## config.mk

```make
export PLATFORM = sky130hd
export DESIGN_NAME = sym_aligner
export DESIGN_NICKNAME = d
export VERILOG_FILES = /design/src/rtl/sym_aligner_pkg.sv /design/src/rtl/sym_shift_window.sv /design/src/rtl/sym_frame_check.sv /design/src/rtl/sym_lock_ctrl.sv /design/src/rtl/sym_aligner.sv
export SDC_FILE = /design/constraint.sdc
export NUM_CORES = 1
export LEC_CHECK = 0
export BUFFER_PORTS_ARGS = -buffer_cell sky130_fd_sc_hd__buf_2
export CORE_ASPECT_RATIO = 1.75
export CORE_MARGIN = 4
export CORE_UTILIZATION = 53
export DETAILED_ROUTE_END_ITERATION = 7
export GPL_ROUTABILITY_DRIVEN = 0
export GPL_TIMING_DRIVEN = 0
export PLACE_DENSITY = 0.75
export SLEW_MARGIN = 5
export SYNTH_ARGS = -nofsm -noshare
export SYNTH_HDL_FRONTEND = slang
export SYNTH_SLANG_ARGS = --single-unit
```

## constraint.sdc

```tcl
create_clock -name clk -period 2.4 [get_ports clk]
set_clock_uncertainty 0.15 [all_clocks]
set_input_delay 0.12 -clock clk [delete_from_list [all_inputs] [get_ports clk]]
set_output_delay 0.12 -clock clk [all_outputs]
set_load 0.01 [all_outputs]
```

## src/rtl/sym_aligner_pkg.sv

```systemverilog
package sym_aligner_pkg;
  typedef enum logic [0:0] {
    MODE_HUNT  = 1'b0,
    MODE_TRACK = 1'b1
  } align_mode_e;
endpackage

```

## src/rtl/sym_shift_window.sv

```systemverilog
module sym_shift_window #(
  parameter int SYM_W = 12
) (
  input  logic             clk,
  input  logic             rst_n,
  input  logic             bit_in,
  output logic [SYM_W-1:0] win,
  output logic             full
);
  localparam int FILL_W = $clog2(SYM_W + 1);

  logic [SYM_W-1:0]  win_q, win_d;
  logic [FILL_W-1:0] fill_q, fill_d;
  logic              fill_en;

  // newest bit enters at the top, the oldest sits at bit 0
  always_comb begin
    win_d   = {bit_in, win_q[SYM_W-1:1]};
    fill_en = (fill_q != FILL_W'(SYM_W));
    fill_d  = fill_q + FILL_W'(1);
  end

  always_ff @(posedge clk or negedge rst_n) begin
    if (!rst_n) begin
      win_q  <= '0;
      fill_q <= '0;
    end else begin
      win_q <= win_d;
      if (fill_en) fill_q <= fill_d;
    end
  end

  assign win  = win_q;
  assign full = (fill_q == FILL_W'(SYM_W));


  window_full_hold_chk: assert property (@(posedge clk) disable iff (!rst_n)
    full |=> full);
endmodule

```

## src/rtl/sym_frame_check.sv

```systemverilog
module sym_frame_check #(
  parameter int   PAYLOAD_W = 10,
  parameter logic START_VAL = 1'b1,
  parameter logic STOP_VAL  = 1'b0,
  localparam int  SYM_W     = PAYLOAD_W + 2
) (
  input  logic [SYM_W-1:0]     win,
  input  logic [PAYLOAD_W-1:0] sync_word,
  output logic [PAYLOAD_W-1:0] payload,
  output logic                 frame_ok,
  output logic                 sync_hit
);
  // payload bit i was the (i+1)-th bit after the start bit
  for (genvar i = 0; i < PAYLOAD_W; i++) begin : g_pay
    assign payload[i] = win[i+1];
  end

  always_comb begin
    frame_ok = (win[0] == START_VAL) && (win[SYM_W-1] == STOP_VAL);
    sync_hit = (payload == sync_word);
  end
endmodule

```

## src/rtl/sym_lock_ctrl.sv

```systemverilog
module sym_lock_ctrl
  import sym_aligner_pkg::*;
#(
  parameter int SYM_W      = 12,
  parameter int LOSS_LIMIT = 4
) (
  input  logic clk,
  input  logic rst_n,
  input  logic full,
  input  logic frame_ok,
  input  logic sync_hit,
  output logic locked,
  output logic take,
  output logic frame_bad
);
  localparam int PH_W   = $clog2(SYM_W + 1);
  localparam int MISS_W = $clog2(LOSS_LIMIT + 1);

  align_mode_e       mode_q, mode_d;
  logic [PH_W-1:0]   phase_q, phase_d;
  logic [MISS_W-1:0] miss_q, miss_d;
  logic              boundary;

  always_comb begin
    mode_d    = mode_q;
    phase_d   = phase_q;
    miss_d    = miss_q;
    take      = 1'b0;
    frame_bad = 1'b0;
    boundary  = (phase_q == PH_W'(SYM_W));
    case (mode_q)
      MODE_HUNT: begin
        if (full && frame_ok && sync_hit) begin
          mode_d  = MODE_TRACK;
          take    = 1'b1;
          phase_d = PH_W'(1);
          miss_d  = '0;
        end
      end
      MODE_TRACK: begin
        if (boundary) begin
          phase_d = PH_W'(1);
          if (frame_ok) begin
            take   = 1'b1;
            miss_d = '0;
          end else begin
            frame_bad = 1'b1;
            if (miss_q == MISS_W'(LOSS_LIMIT - 1)) begin
              mode_d = MODE_HUNT;
              miss_d = '0;
            end else begin
              miss_d = miss_q + MISS_W'(1);
            end
          end
        end else begin
          phase_d = phase_q + PH_W'(1);
        end
      end
      default: mode_d = MODE_HUNT;
    endcase
  end

  always_ff @(posedge clk or negedge rst_n) begin
    if (!rst_n) begin
      mode_q  <= MODE_HUNT;
      phase_q <= '0;
      miss_q  <= '0;
    end else begin
      mode_q  <= mode_d;
      phase_q <= phase_d;
      miss_q  <= miss_d;
    end
  end

  assign locked = (mode_q == MODE_TRACK);


  phase_range_chk: assert property (@(posedge clk) disable iff (!rst_n)
    locked |-> (phase_q >= PH_W'(1) && phase_q <= PH_W'(SYM_W)));

  miss_bound_chk: assert property (@(posedge clk) disable iff (!rst_n)
    miss_q < MISS_W'(LOSS_LIMIT));

  hunt_take_chk: assert property (@(posedge clk) disable iff (!rst_n)
    (!locked && take) |-> (frame_ok && sync_hit));
endmodule

```

## src/rtl/sym_aligner.sv

```systemverilog
module sym_aligner #(
  parameter int   PAYLOAD_W  = 10,
  parameter int   LOSS_LIMIT = 4,
  parameter logic START_VAL  = 1'b1,
  parameter logic STOP_VAL   = 1'b0
) (
  input  logic                 clk,
  input  logic                 rst_n,
  input  logic                 bit_in,
  input  logic [PAYLOAD_W-1:0] sync_word,
  input  logic                 err_clr,
  output logic [PAYLOAD_W-1:0] data,
  output logic                 valid,
  output logic                 locked,
  output logic                 framing_error
);
  localparam int SYM_W = PAYLOAD_W + 2;

  logic [SYM_W-1:0]     win;
  logic                 full;
  logic [PAYLOAD_W-1:0] payload;
  logic                 frame_ok, sync_hit;
  logic                 take, frame_bad;

  logic [PAYLOAD_W-1:0] data_q;
  logic                 valid_q, valid_d;
  logic                 ferr_q, ferr_d;

  sym_shift_window #(.SYM_W(SYM_W)) u_win (
    .clk(clk), .rst_n(rst_n), .bit_in(bit_in), .win(win), .full(full)
  );

  sym_frame_check #(
    .PAYLOAD_W(PAYLOAD_W), .START_VAL(START_VAL), .STOP_VAL(STOP_VAL)
  ) u_chk (
    .win(win), .sync_word(sync_word), .payload(payload),
    .frame_ok(frame_ok), .sync_hit(sync_hit)
  );

  sym_lock_ctrl #(.SYM_W(SYM_W), .LOSS_LIMIT(LOSS_LIMIT)) u_ctrl (
    .clk(clk), .rst_n(rst_n), .full(full), .frame_ok(frame_ok),
    .sync_hit(sync_hit), .locked(locked), .take(take), .frame_bad(frame_bad)
  );

  // a new error wins over a clear in the same cycle
  always_comb begin
    valid_d = take;
    ferr_d  = ferr_q;
    if (err_clr)   ferr_d = 1'b0;
    if (frame_bad) ferr_d = 1'b1;
  end

  always_ff @(posedge clk or negedge rst_n) begin
    if (!rst_n) begin
      data_q  <= '0;
      valid_q <= 1'b0;
      ferr_q  <= 1'b0;
    end else begin
      if (take) data_q <= payload;
      valid_q <= valid_d;
      ferr_q  <= ferr_d;
    end
  end

  assign data          = data_q;
  assign valid         = valid_q;
  assign framing_error = ferr_q;


  valid_needs_lock_chk: assert property (@(posedge clk) disable iff (!rst_n)
    valid |-> locked);

  valid_spacing_chk: assert property (@(posedge clk) disable iff (!rst_n)
    valid |=> !valid);

  ferr_set_chk: assert property (@(posedge clk) disable iff (!rst_n)
    frame_bad |=> framing_error);

  drop_flagged_chk: assert property (@(posedge clk) disable iff (!rst_n)
    $fell(locked) |-> framing_error);
endmodule

```

==> reports/results.ini, run 1 <==
[global_routing]
grt_pass1_vias = 1659
grt_max_degree = 37
grt_pass1_wl_um = 7562
grt_usage_pct = 18.53
antenna_found_initial = 0
grt_overflow = 0

[pwr]
ir_drop_mv = 0.4934
p_per_area_nw_per_um2 = 501.6
p_total_mw = 1.208
power.leakage_nw = 0.9330

[cts]
postCtsSetupRepairBufs = 0
clock-root-buffer = clkbuf_8
clk_latency_ns = 0.29
cts_tree = built
clkSinkCount = 36
clk_path_buf_depth = 2
numCtsBuffers = 5
cts_resized = 0
h-tree-depth = 2
path_clk_slew_ns = 0.07

[cells_and_area]
instances_no_fill = 290
filler_cell_count = 346
final_net_count = 260
antenna_cells = 0
syn_to_final_growth_pct = 14.93
layout-drive-gt1-share_pct = 26.45
postLayoutCoreUtil_pct = 62.30
fin_area_um2 = 2409

[sta]
setup_ws_ns = 0.4051
timing_hold_violations_final = 0
finalSetupTns_ns = 0
fmax_mhz = 501.3
setup_viol = 0
hold_ws_ns = 0.2194
layout_min_cycle_time_ns = 1.995
worst_pin_slew_ns = 0.8153
finalCritPeriodShare_pct = 83.12
slew_headroom_pct = 45.65
rsz0062_at_grt = false
maxSlewViolCount = 0

[drt]
drtIter0Drc = 29
via_per_inst = 5.659
via_count = 1641
wire_per_inst_um = 15.52
drc = 0
dr.pass1.iters = 4
ant_nets = 0
wirelength_um = 4500

[die]
ios = 27
start_util_pct = 54.21
core_um2 = 3866
die_x_um = 55.54
row_count = 30
die_area_um2 = 5064
die_h_um = 91.19

[critical_path]
worstReg2RegEnd = data[6]
cp_data_arrival_time_ns = 2.01
crit_end = data[6]
r2r_start = u_win.fill_q[0]
critPathMaxFanout = 10
crit_path_start = u_win.fill_q[0]
worstSetupPathType = register to register
end_kind = register
r2r_cells = 7
critPathLaunchType = register
required_ns = 2.42
rrSetupSlack_ns = 0.41

[yosys]
syn-num-nets = 224
synth_area_leaders = dfrtp_1 43%, a221oi_2 7.2%, a21boi_2 5.4%
synthDominantCellAreaShare_pct = 42.99
syn_inst = 205
avgSynthCellArea_um2 = 10.22
seq_area_frac_synth_pct = 42.99
async_flop_share_pct = 100.0
ys_warn_count = 0
syn-cell-area_um2 = 2096
synth_area_leader_cell = dfrtp_1
synth_cell_types = 33
synth_seq_cells = 36
ys.flop_type = dfrtp_1
synth-edff-count = 0

[placement]
place_ws_ns = 0.3784
io_buffers = 26
hpwl_um = 3316
place_inst = 279
post_dp_cell_area_um2 = 2286

[min_path]
hp-class = input port to register

[job]
cap_violations = 0

[run_status]
status = complete, no violations

==> worst min-delay path by stage <==
stage / start / to / slack (ns) / depth (start not counted)
after floorplan: rst_n / data[0] / -0.33 / 0
after global placement: bit_in / u_win.win[11] / 0.08 / 1
after detailed placement: bit_in / u_win.win[11] / 0.08 / 1
after CTS: sync_word[7] / u_ctrl.miss_q[2] / 0.23 / 5
after global routing: u_win.win[11] / u_win.win[10] / 0.26 / 0
final: sync_word[7] / u_ctrl.phase_q[3] / 0.22 / 5
==> flip-flops by register name (all words and copies together), names as in the netlist <==
name	cells
u_ctrl.locked	1
valid	1
u_win.fill_q	4
u_win.win	12
data	10
u_ctrl.phase_q	4
u_ctrl.miss_q	3
framing_error	1
==> layer usage <==
metal / share of wire [%] / track usage, % / routed length [um]
met2: 56 / 34.88 / 2507
met5: 0 / 0 / 0
met4: 2.6 / 9.331 / 118
met1: 39 / 19.43 / 1769
met3: 2.3 / 2.418 / 105
==> placed cells by master, fill, tap and decap left out, types with 8 or more instances in the layout <==
cell type,count
a21boi_2,10
a221oi_2,10
and2_1,10
and3_1,10
buf_2,29
dfrtp_1,36
nand2_1,8
nand3_1,14
nand4_1,12
nor2b_1,13
o21ai_0,17
xnor2_1,11
==> cells by family after synthesis <==
group,share of synthesized area [%]
simple gates,23.28
compound gates,20.36
flops,42.98
buf+inv,5.791
xor+xnor,4.597
fa+ha+maj,2.985
==> final cells by class <==
class	count	area [um2]	area share, %
buffer	13	91.34	3.792
clock buffer	6	82.58	3.429
clock inverter	2	10.01	0.4156
inverter	8	30.03	1.247
multi-input combinational	148	1074	44.57
sequential	36	900.9	37.40
tap	48	60.06	2.494
timing repair buffer	29	160.2	6.649
==> critical path, stage by stage (launching register included) <==
cell and delay [ns]:
dfrtp_1 0.41, inv_1 0.10, ha_1 0.20, nand3_1 0.17, nand4b_1 0.27, clkbuf_1 0.26, o21ai_0 0.24, nand3_1 0.09
==> synthesized netlist by cell type, drive strengths merged (3+ instances only) <==
cell type / number
o21ai: 17
a21boi: 10
dfrtp: 36
nor2b: 14
inv: 7
nand4: 12
clkbuf: 7
and4: 3
nor2: 5
buf: 5
and3: 10
nor3: 4
and2: 10
a21oi: 3
a31oi: 3
xnor2: 11
nand2: 9
nand3: 14
a22oi: 4
ha: 5
a221oi: 10
==> power by group <==
group	total [mW]	switching, mW	leakage [nW]	internal, mW
Combinational	0.130	0.0731	0.486	0.0565
Clock	0.446	0.217	0.0510	0.229
Sequential	0.633	0.0131	0.396	0.620
==> timing repair <==
| action | in CTS | in global routing |
|---|---|---|
| setup endpoints to repair | 0 | 0 |
| endpoints found under the hold margin | 38 | 0 |
| hold buffers | 3 | 0 |
Power figures use the tool's default switching activity.
==> inputs of run 2 (changes only) <==
Settings changed: ABC_AREA set to 1, CORE_UTILIZATION 53 to 50.
Clock period 2.4 ns to 1.8 ns, I/O delays scaled along.
==> reports/results.ini, run 2 <==
[cts]
clk_latency_ns = 0.28  ; was 0.29 ns
numCtsBuffers = 5  ; unchanged
h-tree-depth = 2  ; unchanged
path_clk_slew_ns = 0.07  ; about the same
clk_path_buf_depth = 2  ; unchanged
clock-root-buffer = clkbuf_8  ; unchanged
cts_tree = built  ; unchanged
clkSinkCount = 36  ; unchanged

[cells_and_area]
final_net_count = 272  ; was 260
final_cell_mix = 63 x nand2_1, 36 x dfrtp_1, 27 x inv_1, 27 x buf_2, 24 x nand3_1  ; was 36 x dfrtp_1, 29 x buf_2, 17 x o21ai_0
instances_no_fill = 298  ; was 290
largest_reg_flops = 12  ; unchanged
layout-drive-gt1-share_pct = 26.88  ; was 26.45%
syn_to_final_growth_pct = 23.26  ; was 14.93%
fin_area_um2 = 2221  ; was 2409 um2
antenna_cells = 0  ; unchanged
layout.cells.most_common = nand2_1  ; was dfrtp_1

[sta]
timing_hold_violations_final = 0  ; unchanged
worst_pin_slew_ns = 0.8053  ; was 0.8153 ns
rsz0062_at_grt = true  ; was false
slew_headroom_pct = 46.32  ; was 45.65%
maxSlewViolCount = 0  ; unchanged
setup_ws_ns = 0.1048  ; was 0.4051 ns
hold_ws_ns = 0.1612  ; was 0.2194 ns
layout_min_cycle_time_ns = 1.695  ; was 1.995 ns
setup_viol = 0  ; unchanged
fmax_mhz = 589.9  ; was 501.3 MHz
finalCritPeriodShare_pct = 94.18  ; was 83.12%

[drt]
ant_nets = 0  ; unchanged
dr.pass1.iters = 4  ; unchanged
wirelength_um = 3799  ; was 4500 um
drc = 0  ; unchanged
via_count = 1463  ; was 1,641
via_per_inst = 4.909  ; was 5.659
drtIter0Drc = 44  ; was 29
wire_per_inst_um = 12.75  ; was 15.52 um

[critical_path]
slowest_stage = dfrtp_1  ; unchanged
critPathMaxFanout = 10  ; unchanged
cp_data_arrival_time_ns = 1.77  ; was 2.01 ns
r2r_start = u_win.win[11]  ; was u_win.fill_q[0]
critPathLaunchType = register  ; unchanged
crit_chain = inv_1 > nand2_1 > nor2_1 > nand2_1 > nor2_1 > nand3_4 > nand2_4 > buf_8 > nand3_1 > nand2_1  ; was inv_1 > ha_1 > nand3_1 > nand4b_1 > clkbuf_1 > o21ai_0 > nand3_1
rrSetupSlack_ns = 0.10  ; was 0.41 ns
required_ns = 1.87  ; was 2.42 ns
crit_path_start = u_win.win[11]  ; was u_win.fill_q[0]
slowest_delay_ns = 0.43  ; was 0.41 ns
crit_cells = 10  ; was 7
r2r_cells = 10  ; was 7
end_kind = register  ; unchanged
worstSetupPathType = register to register  ; unchanged
cpLargestDelayFamily = simple AND/OR/NAND/NOR gates  ; unchanged
worst-path-buf-inv = 2  ; unchanged
crit_path_frequent_cell = nand2_1  ; was nand3_1

[job]
cap_violations = 0  ; unchanged

[yosys]
avgSynthCellArea_um2 = 8.580  ; was 10.22 um2
synthDominantCellAreaShare_pct = 50.00  ; was 42.99%
syn_inst = 210  ; was 205
ys_warn_count = 0  ; unchanged
netlist_top_cells_count = 63 x nand2_1, 36 x dfrtp_1, 29 x inv_1  ; was 36 x dfrtp_1, 17 x o21ai_0, 14 x nand3_1
synth_cell_types = 26  ; was 33
synth_area_leader_cell = dfrtp_1  ; unchanged
seq_area_frac_synth_pct = 50.00  ; was 42.99%
syn-cell-area_um2 = 1802  ; was 2096 um2
syn-num-nets = 229  ; was 224
synth_area_leaders = dfrtp_1 50%, nand2_1 13%, nand3_1 6.7%  ; was dfrtp_1 43%, a221oi_2 7.2%, a21boi_2 5.4%
async_flop_share_pct = 100.0  ; unchanged
synth_seq_cells = 36  ; unchanged
ys.flop_type = dfrtp_1  ; unchanged
synth.most_common_cell = nand2_1  ; was dfrtp_1
synth-edff-count = 0  ; unchanged

[die]
row_count = 28  ; was 30
die_area_um2 = 4666  ; was 5064 um2
ios = 27  ; unchanged
die_x_um = 53.38  ; was 55.54 um
core_um2 = 3433  ; was 3866 um2
die_h_um = 87.41  ; was 91.19 um
start_util_pct = 52.48  ; was 54.21%

[global_routing]
grt_pass1_vias = 1414  ; was 1,659
grt_max_degree = 37  ; unchanged
grt_overflow = 0  ; unchanged
grt_pass1_wl_um = 6189  ; was 7562 um
antenna_found_initial = 0  ; unchanged
grt_usage_pct = 18.20  ; was 18.53%

[run_status]
status = complete, no violations  ; unchanged

[placement]
post_dp_cell_area_um2 = 1988  ; was 2286 um2
io_buffers = 26  ; unchanged
place_inst = 281  ; was 279
hpwl_um = 2696  ; was 3316 um
place_ws_ns = -0.03757  ; was 0.3784 ns

[pwr]
ir_drop_mv = 0.7929  ; was 0.4934 mV
power.leakage_nw = 1.196  ; was 0.9330 nW
p_total_mw = 1.837  ; was 1.208 mW
p_per_area_nw_per_um2 = 827.2  ; was 501.6 nW/um2

[min_path]
hold_depth = 6  ; was 5
min-delay-start = sync_word[6]  ; was sync_word[7]
hp-class = input port to register  ; unchanged

==> run 2: changes by cell type after synthesis, moves of 10 or more <==
cell,change
nand3_2,+10
nand3_1,+10
inv_1,+22
o21ai_0,-11
nand2_1,+55
nor2b_1,-13
and2_1,-10
a221oi_2,-10
a21boi_2,-10
and3_1,-10
nand4_1,-12
==> run 2: tightest hold or removal path, stage by stage <==
cell     delay [ns]
buf_2          0.11
xnor2_1        0.07
nand2_1        0.06
nor2_1         0.06
nand3_4        0.09
a22oi_1        0.06
==> run 2: path summary, 6_finish.rpt <==
kind                                      to
max in group asynchronous       u_win.win[2]
min                            u_ctrl.locked
max                                  data[8]
max reg2reg                          data[8]
min reg2reg                     u_win.win[0]
min in group asynchronous  u_ctrl.phase_q[2]
==> run 2: routing by layer <==
layer,track usage [%],vias up,share of wire (%)
li1,-,740,-
met1,20.46,681,40
met2,31.17,34,53
met3,4.288,8,4.4
met4,8.605,0,2.3
met5,0,-,0
==> run 2: area by class of cell <==
class	count	area [um2]
timing repair buffer	36	229.0
fill	313	1212
clock buffer	7	96.34
tap	45	56.30
multi-input combinational	138	783.3
buffer	3	31.28
sequential	36	900.9
inverter	33	123.9
==> run 2: repair_timing <==
item / 4_1_cts / 5_1_grt
buffers inserted: 1 / 5
endpoints found under the setup margin: 12 / 12
cloned: 1 / 0
hold buffers: 3 / 0
gates resized for setup: 3 / 8
endpoints found under the hold margin: 38 / 0
pin swaps: 1 / 1
==> run 2: kinds of logic (layout without fill, tap and decap cells) <==
logic type	after synthesis	after routing	synth area share, %
fa+ha+maj	5	5	3.472
simple gates	117	117	31.88
buf+inv	36	79	8.610
flops	36	36	50.00
xor+xnor	5	5	2.431
compound gates	11	11	3.612
==> run 2: power by group <==
| part | leakage [nW] | switching, mW | total (mW) | internal [mW] |
|---|---|---|---|---|
| Clock | 0.0503 | 0.265 | 0.606 | 0.340 |
| Sequential | 0.408 | 0.0717 | 0.956 | 0.885 |
| Combinational | 0.737 | 0.155 | 0.275 | 0.120 |
==> run 2: through the flow <==
| step | utilization (%) | setup TNS, ns |
|---|---|---|
| CTS | 62.32 | 0 |
| floorplan | - | 0 |
| detailed placement | 57.91 | -0.1567 |
| global placement | 57.91 | 0 |
| global route | 64.69 | -0.2335 |
| finish | 64.69 | 0 |
